===== src/rtl/irq_agg_pkg.sv =====
package irq_agg_pkg;
  localparam int unsigned DW     = 32;
  localparam int unsigned AW     = 8;
  localparam int unsigned NREG   = 12;
  localparam int unsigned IDX_EN = 8;
  localparam int unsigned IDX_ST = 9;
  localparam logic [DW-1:0] IRQ_KEEP = 32'h000F_EEFF;

  // word index -> byte offset; indices 8/9 carry behaviour
  localparam logic [AW-1:0] REG_OFS [NREG] = '{
    8'h10, 8'h14, 8'h40, 8'h60, 8'h80, 8'h84,
    8'h88, 8'h90, 8'hC0, 8'hD0, 8'hE0, 8'hE4
  };
endpackage


===== src/rtl/irq_sync.sv =====
module irq_sync #(
  parameter int unsigned W      = 16,
  parameter int unsigned STAGES = 2
) (
  input  logic         clk_i,
  input  logic         rst_ni,
  input  logic [W-1:0] d_i,
  output logic [W-1:0] q_o
);
  logic [STAGES-1:0][W-1:0] stg_q;

  for (genvar s = 0; s < STAGES; s++) begin : g_stg
    always_ff @(posedge clk_i or negedge rst_ni) begin
      if (!rst_ni)     stg_q[s] <= '0;
      else if (s == 0) stg_q[s] <= d_i;
      else             stg_q[s] <= stg_q[(s == 0) ? 0 : s-1];
    end
  end

  assign q_o = stg_q[STAGES-1];
endmodule


===== src/rtl/irq_capture.sv =====
module irq_capture #(
  parameter int unsigned N = 16
) (
  input  logic         clk_i,
  input  logic         rst_ni,
  input  logic [N-1:0] lvl_i,
  input  logic [N-1:0] en_i,
  output logic         hit_o,
  output logic [N-1:0] sel_oh_o,
  output logic         parent_o
);
  logic [N-1:0] level_q;
  logic [N-1:0] hits;
  logic         new_lvl;

  assign hits     = (lvl_i ^ level_q) & en_i;
  assign sel_oh_o = hits & (~hits + 1'b1);  // lowest index wins
  assign hit_o    = |hits;
  assign new_lvl  = |(sel_oh_o & lvl_i);

  always_ff @(posedge clk_i or negedge rst_ni) begin
    if (!rst_ni) begin
      level_q  <= '0;
      parent_o <= 1'b0;
    end else begin
      level_q <= lvl_i;
      if (hit_o) parent_o <= new_lvl;
    end
  end
endmodule


===== src/rtl/irq_reg_bank.sv =====
module irq_reg_bank
  import irq_agg_pkg::*;
#(
  parameter int unsigned N = 16
) (
  input  logic          clk_i,
  input  logic          rst_ni,
  input  logic [AW-1:0] addr_i,
  input  logic          we_i,
  input  logic          re_i,
  input  logic [DW-1:0] wdata_i,
  output logic [DW-1:0] rdata_o,
  input  logic          evt_i,
  input  logic [N-1:0]  evt_oh_i,
  output logic [N-1:0]  en_o,
  output logic [DW-1:0] en_word_o,
  output logic [DW-1:0] st_word_o
);
  logic [DW-1:0] reg_val [NREG];
  logic [DW-1:0] rd_val;
  logic [DW-1:0] evt_word;

  assign evt_word = {{(DW-N){1'b0}}, evt_oh_i};

  for (genvar g = 0; g < NREG; g++) begin : g_reg
    localparam logic [DW-1:0] KEEP =
      (g == IDX_EN || g == IDX_ST) ? IRQ_KEEP : '1;
    logic [DW-1:0] q;
    logic          wsel;
    assign wsel = we_i && (addr_i == REG_OFS[g]);
    if (g == IDX_ST) begin : g_st
      always_ff @(posedge clk_i or negedge rst_ni) begin
        if (!rst_ni)   q <= '0;
        else if (evt_i) q <= evt_word;  // hardware event beats bus write
        else if (wsel) q <= wdata_i & KEEP;
      end
    end else begin : g_plain
      always_ff @(posedge clk_i or negedge rst_ni) begin
        if (!rst_ni)   q <= '0;
        else if (wsel) q <= wdata_i & KEEP;
      end
    end
    assign reg_val[g] = q;
  end

  always_comb begin
    rd_val = '0;
    for (int i = 0; i < NREG; i++)
      if (addr_i == REG_OFS[i]) rd_val = reg_val[i];
  end

  always_ff @(posedge clk_i or negedge rst_ni) begin
    if (!rst_ni)    rdata_o <= '0;
    else if (re_i)  rdata_o <= rd_val;
  end

  assign en_word_o = reg_val[IDX_EN];
  assign st_word_o = reg_val[IDX_ST];
  assign en_o      = reg_val[IDX_EN][N-1:0];
endmodule


===== src/rtl/irq_aggregator.sv =====
module irq_aggregator
  import irq_agg_pkg::*;
#(
  parameter int unsigned NUM_SRC     = 16,
  parameter int unsigned SYNC_STAGES = 2
) (
  input  logic               clk_i,
  input  logic               rst_ni,
  input  logic [NUM_SRC-1:0] irq_src_i,
  input  logic [AW-1:0]      bus_addr_i,
  input  logic               bus_we_i,
  input  logic               bus_re_i,
  input  logic [DW-1:0]      bus_wdata_i,
  output logic [DW-1:0]      bus_rdata_o,
  output logic               parent_irq_o
);
  logic [NUM_SRC-1:0] src_sync;
  logic [NUM_SRC-1:0] en_bits;
  logic [NUM_SRC-1:0] evt_oh;
  logic               evt_hit;
  logic [DW-1:0]      en_word;
  logic [DW-1:0]      st_word;

  irq_sync #(.W(NUM_SRC), .STAGES(SYNC_STAGES)) u_sync (
    .clk_i  (clk_i),
    .rst_ni (rst_ni),
    .d_i    (irq_src_i),
    .q_o    (src_sync)
  );

  irq_capture #(.N(NUM_SRC)) u_capture (
    .clk_i    (clk_i),
    .rst_ni   (rst_ni),
    .lvl_i    (src_sync),
    .en_i     (en_bits),
    .hit_o    (evt_hit),
    .sel_oh_o (evt_oh),
    .parent_o (parent_irq_o)
  );

  irq_reg_bank #(.N(NUM_SRC)) u_bank (
    .clk_i     (clk_i),
    .rst_ni    (rst_ni),
    .addr_i    (bus_addr_i),
    .we_i      (bus_we_i),
    .re_i      (bus_re_i),
    .wdata_i   (bus_wdata_i),
    .rdata_o   (bus_rdata_o),
    .evt_i     (evt_hit),
    .evt_oh_i  (evt_oh),
    .en_o      (en_bits),
    .en_word_o (en_word),
    .st_word_o (st_word)
  );
endmodule


===== config.mk =====
export PLATFORM = sky130hd
export DESIGN_NAME = irq_aggregator
export DESIGN_NICKNAME = d
export VERILOG_FILES = /design/src/rtl/irq_agg_pkg.sv /design/src/rtl/irq_sync.sv /design/src/rtl/irq_capture.sv /design/src/rtl/irq_reg_bank.sv /design/src/rtl/irq_aggregator.sv
export SDC_FILE = /design/constraint.sdc
export NUM_CORES = 1
export LEC_CHECK = 0
export ABC_CLOCK_PERIOD_IN_PS = 2300
export BUFFER_PORTS_ARGS = -buffer_cell sky130_fd_sc_hd__buf_2
export CAP_MARGIN = 40
export CORE_MARGIN = 5
export CORE_UTILIZATION = 30
export CTS_CLUSTER_SIZE = 25
export DETAILED_ROUTE_END_ITERATION = 16
export GPL_TIMING_DRIVEN = 0
export MAX_ROUTING_LAYER = met4
export SLEW_MARGIN = 20
export SYNTH_ARGS = -nofsm -noshare
export SYNTH_HDL_FRONTEND = slang
export SYNTH_SLANG_ARGS = --single-unit

===== constraint.sdc =====
create_clock -name clk_i -period 2.3 [get_ports clk_i]
set_clock_uncertainty 0.2 [all_clocks]
set_input_delay 0.23 -clock clk_i [delete_from_list [all_inputs] [get_ports clk_i]]
set_output_delay 0.23 -clock clk_i [all_outputs]
set_load 0.05 [all_outputs]

==> flow_summary_export.csv, run 1 <==
group,metric,value,unit
outcome,outcome,"complete, no violations",
route,antenna_left,0,
placed_design,dp_cells,2512,
clocking,cts.path.max_buffers,3,
power_and_ir_drop,cell_internal_pwr,13.1,mW
synthesis,synth_edf_count,0,
layout,drive_above_1_share,0.354,
setup_path,endpoint_kind,"flop",
sta,tightest_slew,866,ps
layout,antenna_cells,0,
job,cap_violations,0,
grt,grt-ovfl-total,0,
sta,slew_viol_final,0,
setup_path,rrSetupSlack,50,ps
sta,setup_violations,0,
synthesis,yosysSeqAreaShare,0.551,
synthesis,synth-main-ff-cell,"dfrtp_1",
sta,fin_crit,2300,ps
power_and_ir_drop,p_sw_frac,0.251,
clocking,clkSinkCount,431,
route,route.detailed.drc,0,
synthesis,synth.top_cell.area_share,0.551,
sta,rsz0062_at_grt,"true",
layout,area_growth,19.1,%
clocking,clk_pin_slew,60,ps
grt,antenna_found_initial,0,
placed_design,portBuffers,75,
synthesis,syn_area,19600,um^2
power_and_ir_drop,p_switching,4.38,mW
route,vias,14300,
placed_design,place.gp.congestion,0.864,
route,viasPerCell,5.40,
synthesis,synth_commonest_cells,"dfrtp_1, mux2_2, nand2_1",
power_and_ir_drop,seq_power_share,0.477,
sta,worst_hold_slack,14.8,ps
sta,hold_viol_final,0,
floorplanning,coreArea,64500,um^2
setup_path,crit_required,2520,ps
floorplanning,initial_utilization,0.303,
sta,max-slew-margin-rel,0.423,
synthesis,avgSynthCellArea,12.4,um^2
clocking,cts_max_level,2,
sta,max_freq,0.436,GHz
synthesis,synth_top_area_cell,"dfrtp_1",
synthesis,synth.area.top_cells,"dfrtp_1, mux2_2, a221oi_1",
power_and_ir_drop,ir_worst_vdd,0.443,mV
grt,grtUsageTotal,0.170,
setup_path,critPathBufInv,2,
setup_path,critical_path.top_delay_family,"simple AND/OR/NAND/NOR gates",
setup_path,path_cells,"buf_2 > nor4_4 > nand3_1 > or3_1 > clkbuf_1 > o221ai_1 > nor2_1 > o2bb2ai_2",
power_and_ir_drop,leakage,11.0,nW
layout,num-fill-cells,6308,
setup_path,path_max_fanout,10,
setup_path,cp-start-kind,"input pin",
setup_path,crit_arrival,2510,ps
synthesis,postSynthCellCount,1575,
floorplanning,die-area,70400,um^2
route,dr.pass1.iters,5,
synthesis,syn_nets,1635,
route,drt_first_iter_violations,1199,
setup_path,critical_path_class,"input pin to flop",
floorplanning,io_pins,93,
synthesis,yosysMostFrequentCell,"dfrtp_1",
setup_path,slowest_delay,470,ps
floorplanning,chipHeight,265,um
route,wl_per_cell,22.4,um
grt,grt_first_pass_wirelength,91000,um
sta,finalCritPeriodShare,0.998,
setup_path,slowest_stage,"or3_1",
clocking,cts_buffers,45,
layout,final_cells,2641,
layout,fin_nets,1819,
worst_hold_path,hold_path.class,"input pin to flop",
placed_design,place_hpwl,42300,um
route,wirelength,59100,um
synthesis,yosysWarnings,0,
power_and_ir_drop,pwr-share-comb,0.099,
grt,grt_pass1_vias,14800,
floorplanning,die_x,265,um
power_and_ir_drop,clockPowerShare,0.424,
clocking,clk_latency,580,ps
clocking,cts_root_buffer,"clkbuf_16",
floorplanning,num_rows,93,
synthesis,synth.distinct_cells,65,
synthesis,ys_ff_latch,431,
grt,grt_max_degree,98,
synthesis,async_flop_share,1.00,
clocking,tritoncts,"done",
power_and_ir_drop,power_density,749,nW/um^2
through the flow:
step / worst slack (ps) / total power [mW] / util / setup TNS [ps] / cell area [um^2]
2_1_floorplan: 8.82 / 9.37 / - / 0 / 19600
3_3_place_gp: -7680 / 9.98 / 0.326 / -3506290 / 21000
3_5_place_dp: -1320 / 10.1 / 0.328 / -207790 / 21200
4_1_cts: 4.32 / 17.6 / 0.359 / 0 / 23200
5_1_grt: -26.9 / 18.1 / 0.361 / -87.7 / 23300
6_report: 4.14 / 17.5 / 0.361 / 0 / 23300
what timing repair did:
action                     in CTS  in global routing
hold buffers                   36                  0
pin swaps                       7                  4
gates cloned                    0                  0
setup endpoints to repair     159                137
buffers inserted                8                 11
gates resized for setup        40                 29
hold endpoints to repair      150                  0
placed cells by master (no fill, tap or decap), types with 36 or more instances in the layout:
master           n
o22ai_1         53
a221oi_1        44
dfrtp_1        431
dlygate4sd3_1   36
clkbuf_16       46
mux2_2         348
o21ai_0         68
nand2_1         87
nor2_1          48
clkbuf_1        60
buf_2          115
a21oi_1         65
logic make-up after synthesis:
kind of cell | after synthesis | synth area share
simple gates | 255 | 0.0699
flops | 431 | 0.551
buf+inv | 147 | 0.0308
compound gates | 342 | 0.121
mux | 386 | 0.220
xor+xnor | 14 | 0.00627
flip-flops by register name, summed over array words and instances, names as in the netlist:
register,flops
u_bank.g.q,320
u_bank.rdata_o,32
u_bank.en_word_o,18
u_bank.st_word_o,18
u_capture.level_q,14
u_sync.q_o,14
u_sync.stg_q,14
u_capture.parent_o,1
path summary, 6_finish.rpt:
check,startpoint,endpoint,depth (start not counted)
worst max-delay path,bus_addr_i[0],u_bank.rdata_o[0],8
worst min-delay path,bus_wdata_i[29],u_bank.g_reg[1].q[29],2
worst max register to register,u_capture.level_q[6],u_bank.st_word_o[7],7
worst min register to register,u_sync.stg_q[4],u_sync.q_o[4],0
max in group asynchronous,rst_ni,u_bank.g_reg[11].q[15],4
min in group asynchronous,rst_ni,u_bank.rdata_o[27],2
power groups by stage:
stage,clock (mW),combinational [mW],sequential (mW)
4_1_cts,7.55,1.72,8.32
3_3_place_gp,0,1.55,8.43
2_1_floorplan,0,0.849,8.52
3_5_place_dp,0,1.61,8.45
5_1_grt,7.83,1.89,8.37
6_report,7.40,1.74,8.33
per-layer routing:
| layer | vias up | global-route usage | wire [um] |
|---|---|---|---|
| li1 | 6202 | - | - |
| met1 | 7437 | 0.229 | 26000 |
| met2 | 494 | 0.266 | 27700 |
| met3 | 118 | 0.0264 | 3510 |
| met4 | 0 | 0.0527 | 1810 |
| met5 | - | - | 0 |
layout make-up:
type | instances | area, um^2 | share of cell area
Tap cell | 855 | 1070 | 0.0459
Clock buffer | 66 | 1350 | 0.0578
Multi-Input combinational cell | 997 | 8280 | 0.355
Clock inverter | 8 | 129 | 0.00553
Buffer | 137 | 623 | 0.0267
Timing Repair Buffer | 138 | 1030 | 0.0443
Sequential cell | 431 | 10800 | 0.463
Inverter | 9 | 33.8 | 0.00145
Power figures use the tool's default switching activity.
==> inputs of run 2 (changes only) <==
--- a/config.mk
+++ b/config.mk
@@ -7,8 +7,6 @@
 export LEC_CHECK = 0
 export ABC_CLOCK_PERIOD_IN_PS = 2300
 export BUFFER_PORTS_ARGS = -buffer_cell sky130_fd_sc_hd__buf_2
-export CAP_MARGIN = 40
-export CORE_MARGIN = 5
 export CORE_UTILIZATION = 30
 export CTS_CLUSTER_SIZE = 25
 export DETAILED_ROUTE_END_ITERATION = 16
==> constraint.sdc (replaced) <==
create_clock -name clk_i -period 2.3 [get_ports clk_i]
set_clock_uncertainty 0.2 [all_clocks]
set_input_delay 0.345 -clock clk_i [delete_from_list [all_inputs] [get_ports clk_i]]
set_output_delay 0.345 -clock clk_i [all_outputs]
set_load 0.05 [all_outputs]
==> flow_summary_export.csv, run 2 (same netlist as run 1, synthesis figures left out) <==
group,metric,value,unit
placed_design,postPlaceCellArea,21100,um^2
setup_path,timing.rr.start,"u_capture.level_q[6]",
floorplanning,io_pins,93,
route,antenna_left,0,
clocking,clk_latency,580,ps
floorplanning,die-area,66200,um^2
placed_design,place.gp.congestion,0.889,
worst_hold_path,hold_path.class,"input pin to flop",
sta,rsz0062_at_grt,"true",
clocking,cts_root_buffer,"clkbuf_16",
floorplanning,chipHeight,257,um
layout,area_growth,19.1,%
setup_path,slowest_delay,550,ps
placed_design,dp_cells,2509,
clocking,cts_max_level,2,
job,cap_violations,0,
setup_path,critical_path.top_delay_family,"simple AND/OR/NAND/NOR gates",
setup_path,cp-start-kind,"flop",
sta,worst_slack,-11.9,ps
layout,largestRegisters,"u_bank.g.q x320, u_bank.rdata_o x32",
sta,max_freq,0.433,GHz
route,vias,14100,
setup_path,crit_arrival,2580,ps
worst_hold_path,hold_start,"bus_wdata_i[29]",
grt,grt_first_pass_wirelength,89000,um
placed_design,place_hpwl,41900,um
layout,final_cell_mix,"dfrtp_1, mux2_2, buf_2",
sta,tightest_slew,910,ps
route,dr.pass1.iters,6,
layout,final_common_cell,"dfrtp_1",
clocking,clk_pin_slew,60,ps
layout,final-seq-area,10800,um^2
floorplanning,initial_utilization,0.303,
sta,max-slew-margin-rel,0.393,
sta,slew_viol_final,0,
sta,finalSetupTns,-25.2,ps
setup_path,slowest_stage,"or4_4",
outcome,outcome,"complete, but fails checks",
route,wirelength,58400,um
setup_path,startpoint,"u_capture.level_q[6]",
layout,design_area,23300,um^2
clocking,tritoncts,"done",
floorplanning,num_rows,93,
clocking,clkSinkCount,431,
power_and_ir_drop,finalPower,17.3,mW
grt,antenna_found_initial,1,
layout,multi_input_area,8360,um^2
grt,grt-ovfl-total,0,
layout,largest_register_ffs,320,
sta,setup_violations,5,
layout,num-fill-cells,6284,
route,wl_per_cell,22.1,um
power_and_ir_drop,leakage,11.0,nW
grt,grt_pass1_vias,14500,
clocking,cts_buffers,45,
clocking,cts.path.max_buffers,3,
route,drt_first_iter_violations,1041,
sta,hold_viol_final,0,
outcome,violations,"negative setup slack",
route,viasPerCell,5.34,
layout,fin_nets,1811,
power_and_ir_drop,ir_worst_vdd,0.637,mV
setup_path,critical_path_class,"flop to flop",
setup_path,path_max_fanout,5,
setup_path,critPathBufInv,1,
setup_path,crit_required,2570,ps
sta,fin_crit,2310,ps
setup_path,path_cells,"xor2_2 > a22oi_2 > nand3_2 > or4_4 > buf_6 > nand2b_4 > o21a_1",
setup_path,endpoint_kind,"flop",
grt,grtUsageTotal,0.181,
power_and_ir_drop,power_density,743,nW/um^2
route,route.detailed.drc,0,
layout,largest_register,"u_bank.g.q",
layout,drive_above_1_share,0.364,
placed_design,portBuffers,75,
grt,grt_max_degree,101,
layout,final_cells,2641,
sta,finalCritPeriodShare,1.01,
floorplanning,coreArea,64500,um^2
floorplanning,die_x,257,um
run 2: changes by cell type in the layout (fill, tap and decap cells not counted), moves of 4 or more:
cell | before | now
clkbuf_2 | 21 | 28
clkbuf_1 | 60 | 55
clkinv_2 | 3 | 8
o21ai_0 | 68 | 64
o21ai_1 | 3 | 7
run 2: per-layer routing:
metal | vias up | track usage | part of all wire
li1 | 6166 | - | -
met2 | 470 | 0.280 | 0.47
met1 | 7326 | 0.234 | 0.44
met5 | - | - | 0
met3 | 134 | 0.0334 | 0.060
met4 | 0 | 0.0702 | 0.034
run 2: area by class of cell:
| class | count | area share |
|---|---|---|
| tap | 855 | 0.0459 |
| timing repair buffer | 130 | 0.0411 |
| antenna | 2 | 0.000215 |
| multi-input combinational | 997 | 0.359 |
| clock inverter | 12 | 0.00532 |
| inverter | 9 | 0.00145 |
| clock buffer | 68 | 0.0568 |
| sequential | 431 | 0.463 |
| buffer | 137 | 0.0275 |
run 2: timing repair:
action / CTS / global route
endpoints found under the setup margin: 226 / 167
resized for setup: 56 / 50
hold buffers: 33 / 0
endpoints found under the hold margin: 134 / 0
gates cloned: 1 / 0
pin swaps: 8 / 3
buffers inserted: 15 / 2
run 2: final timing paths:
kind | slack (ps) | cells past startpoint | endpoint
setup reg to reg | -10 | 7 | u_bank.st_word_o[6]
max in group asynchronous | 330 | 4 | u_bank.st_word_o[14]
min in group asynchronous | 180 | 2 | u_bank.rdata_o[23]
hold / removal | 120 | 2 | u_bank.g_reg[0].q[29]
hold reg to reg | 150 | 0 | u_sync.q_o[0]
setup / recovery | -10 | 7 | u_bank.st_word_o[6]
run 2: stage by stage:
step	setup slack, ps	hold WS, ps	utilization
6_report	-11.9	125	0.361
5_1_grt	-76.4	126	0.361
4_1_cts	0.367	86.6	0.360
3_5_place_dp	-1480	135	0.328
3_3_place_gp	-7750	133	0.326
2_1_floorplan	3.30	-151	-
run 2: where the power goes:
part,leakage [nW],switching [mW],internal [mW]
sequential,5.80,0.302,8.03
clock,0.714,3.06,4.19
combinational,4.45,1.05,0.691
total,11.0,4.41,12.9
==> inputs of run 3 (changes only) <==
--- a/config.mk
+++ b/config.mk
@@ -12,6 +12,8 @@
 export DETAILED_ROUTE_END_ITERATION = 16
 export GPL_TIMING_DRIVEN = 0
 export MAX_ROUTING_LAYER = met4
+export REMOVE_ABC_BUFFERS = 1
+export SETUP_SLACK_MARGIN = 0.1
 export SLEW_MARGIN = 20
 export SYNTH_ARGS = -nofsm -noshare
 export SYNTH_HDL_FRONTEND = slang
==> flow_summary_export.csv, run 3 (same netlist as run 1, synthesis figures left out) <==
group,metric,value,unit
outcome,outcome,"complete, but fails checks",
outcome,violations,"negative hold slack",
floorplanning,die-area,66200,um^2
layout,fin_util,0.370,
layout,final_cell_mix,"dfrtp_1, mux2_2, buf_2",
setup_path,timing.rr.start,"u_sync.q_o[7]",
setup_path,crit_required,2530,ps
sta,rsz0062_at_grt,"true",
route,dr.pass1.iters,5,
placed_design,dp_cells,2411,
setup_path,path_max_fanout,5,
setup_path,path_cells,"xor2_2 > a22oi_2 > nand3_2 > or4_4 > nand2b_4 > o21a_1",
layout,area_growth,21.8,%
clocking,cts_max_level,2,
setup_path,slowest_delay,600,ps
setup_path,crit_cells,6,
route,wirelength,57500,um
layout,drive_above_1_share,0.396,
setup_path,r2r_end,"u_bank.st_word_o[6]",
worst_hold_path,hold_path.class,"input pin to asynchronous set/reset pin",
floorplanning,chipHeight,257,um
power_and_ir_drop,clockPowerShare,0.431,
clocking,cts_buffers,44,
grt,grtUsageTotal,0.175,
power_and_ir_drop,leakage,11.2,nW
setup_path,critical_path_class,"flop to flop",
route,route.detailed.drc,0,
floorplanning,die_x,257,um
layout,largest_register,"u_bank.g.q",
sta,setup_violations,0,
setup_path,reg2reg_depth,6,
sta,hold_viol_final,92,
job,cap_violations,0,
power_and_ir_drop,finalPower,17.8,mW
setup_path,endpoint_kind,"flop",
route,vias,13800,
clocking,tritoncts,"done",
route,antenna_left,0,
power_and_ir_drop,power_density,745,nW/um^2
floorplanning,coreArea,64500,um^2
placed_design,place_hpwl,34200,um
setup_path,cp-start-kind,"flop",
clocking,ctsHoldBuffers,32,
layout,final_cells,2576,
clocking,clk_latency,560,ps
placed_design,place_ws,-2090,ps
power_and_ir_drop,p_sw_frac,0.247,
layout,final_common_cell,"dfrtp_1",
sta,slew_viol_final,0,
route,wl_per_cell,22.3,um
placed_design,place.gp.congestion,0.780,
sta,fin_crit,2250,ps
route,viasPerCell,5.38,
clocking,clkSinkCount,431,
power_and_ir_drop,seq_power_share,0.468,
floorplanning,num_rows,93,
setup_path,crit_arrival,2490,ps
grt,grt_pass1_vias,14000,
sta,worst_slack,46.1,ps
setup_path,critical_path.top_delay_family,"simple AND/OR/NAND/NOR gates",
sta,max_freq,0.444,GHz
grt,grt_max_degree,95,
layout,fin_nets,1745,
sta,finalCritPeriodShare,0.980,
grt,grt-ovfl-total,0,
grt,antenna_found_initial,3,
floorplanning,io_pins,93,
layout,largestRegisters,"u_bank.g.q x320, u_bank.rdata_o x32",
setup_path,rrSetupSlack,50,ps
power_and_ir_drop,p_switching,4.38,mW
power_and_ir_drop,cell_internal_pwr,13.4,mW
sta,worst_hold_slack,-379,ps
grt,grt_first_pass_wirelength,86900,um
clocking,clk_pin_slew,60,ps
floorplanning,initial_utilization,0.303,
power_and_ir_drop,ir_worst_vdd,0.483,mV
setup_path,slowest_stage,"or4_4",
sta,max-slew-margin-rel,0.313,
route,drt_first_iter_violations,1021,
clocking,cts_root_buffer,"clkbuf_16",
layout,largest_register_ffs,320,
placed_design,portBuffers,90,
setup_path,critPathBufInv,0,
sta,tightest_slew,1020,ps
clocking,cts.path.max_buffers,3,
power_and_ir_drop,pwr-share-comb,0.101,
run 3: cell count changes in the layout (fill, tap and decap cells not counted), moves of 6 or more:
cell      delta
nand2_1      -8
buf_2       -32
nand3_4      +6
clkbuf_2    -28
nor2_4       +6
clkbuf_1    -50
buf_6       +12
buf_4       +27
buf_1       -18
buf_12       +7
run 3: worst max path at each step:
stage	startpoint	endpoint	slack, ps
2_1_floorplan	bus_addr_i[3]	u_bank.g_reg[1].q[0]	-2040
3_3_place_gp	rst_ni	u_bank.g_reg[0].q[25]	-7700
3_5_place_dp	bus_addr_i[4]	u_bank.g_reg[6].q[8]	-2090
4_1_cts	bus_addr_i[6]	u_bank.g_reg[2].q[6]	40
5_1_grt	u_sync.q_o[7]	u_bank.st_word_o[6]	-7
6_report	u_sync.q_o[7]	u_bank.st_word_o[6]	50
run 3: power groups by stage:
stage / sequential, mW / clock (mW) / combinational (mW)
2_1_floorplan: 8.52 / 0 / 0.718
3_3_place_gp: 8.41 / 0 / 1.48
3_5_place_dp: 8.43 / 0 / 1.58
4_1_cts: 8.29 / 7.80 / 1.74
5_1_grt: 8.35 / 8.11 / 1.94
6_report: 8.30 / 7.66 / 1.79
run 3: cell type report:
cell class	instances	area [um^2]
fill	6221	40600
sequential	431	10800
inverter	9	33.8
clock buffer	61	1300
multi-input combinational	1001	8660
clock inverter	19	251
tap	855	1070
timing repair buffer	198	1720
antenna	2	5.00
run 3: worst register-to-register path, cell delays in order, from the launching register on:
cell and delay (ps):
dfrtp_1 410, xor2_2 190, a22oi_2 230, nand3_2 140, or4_4 600, nand2b_4 200, o21a_1 180
run 3: timing repair:
action | in CTS | in global routing
resized for setup | 49 | 35
cloned | 2 | 3
endpoints found under the hold margin | 289 | 92
setup buffers | 32 | 14
endpoints found under the setup margin | 389 | 233
pin swaps | 14 | 10
run 3: through the flow:
stage | setup TNS (ps) | instance area, um^2 | hold WS [ps]
6_report | 0 | 23800 | -379
5_1_grt | -9.72 | 23800 | -323
4_1_cts | 0 | 23500 | -353
3_5_place_dp | -532500 | 21100 | 135
3_3_place_gp | -4921070 | 20500 | 131
2_1_floorplan | -343370 | 19000 | -151
run 3: per-layer routing:
metal	up-vias	part of all wire	track usage
met2	449	0.46	0.269
li1	6074	-	-
met3	89	0.055	0.0230
met4	0	0.023	0.0439
met1	7234	0.46	0.243
met5	-	0	-
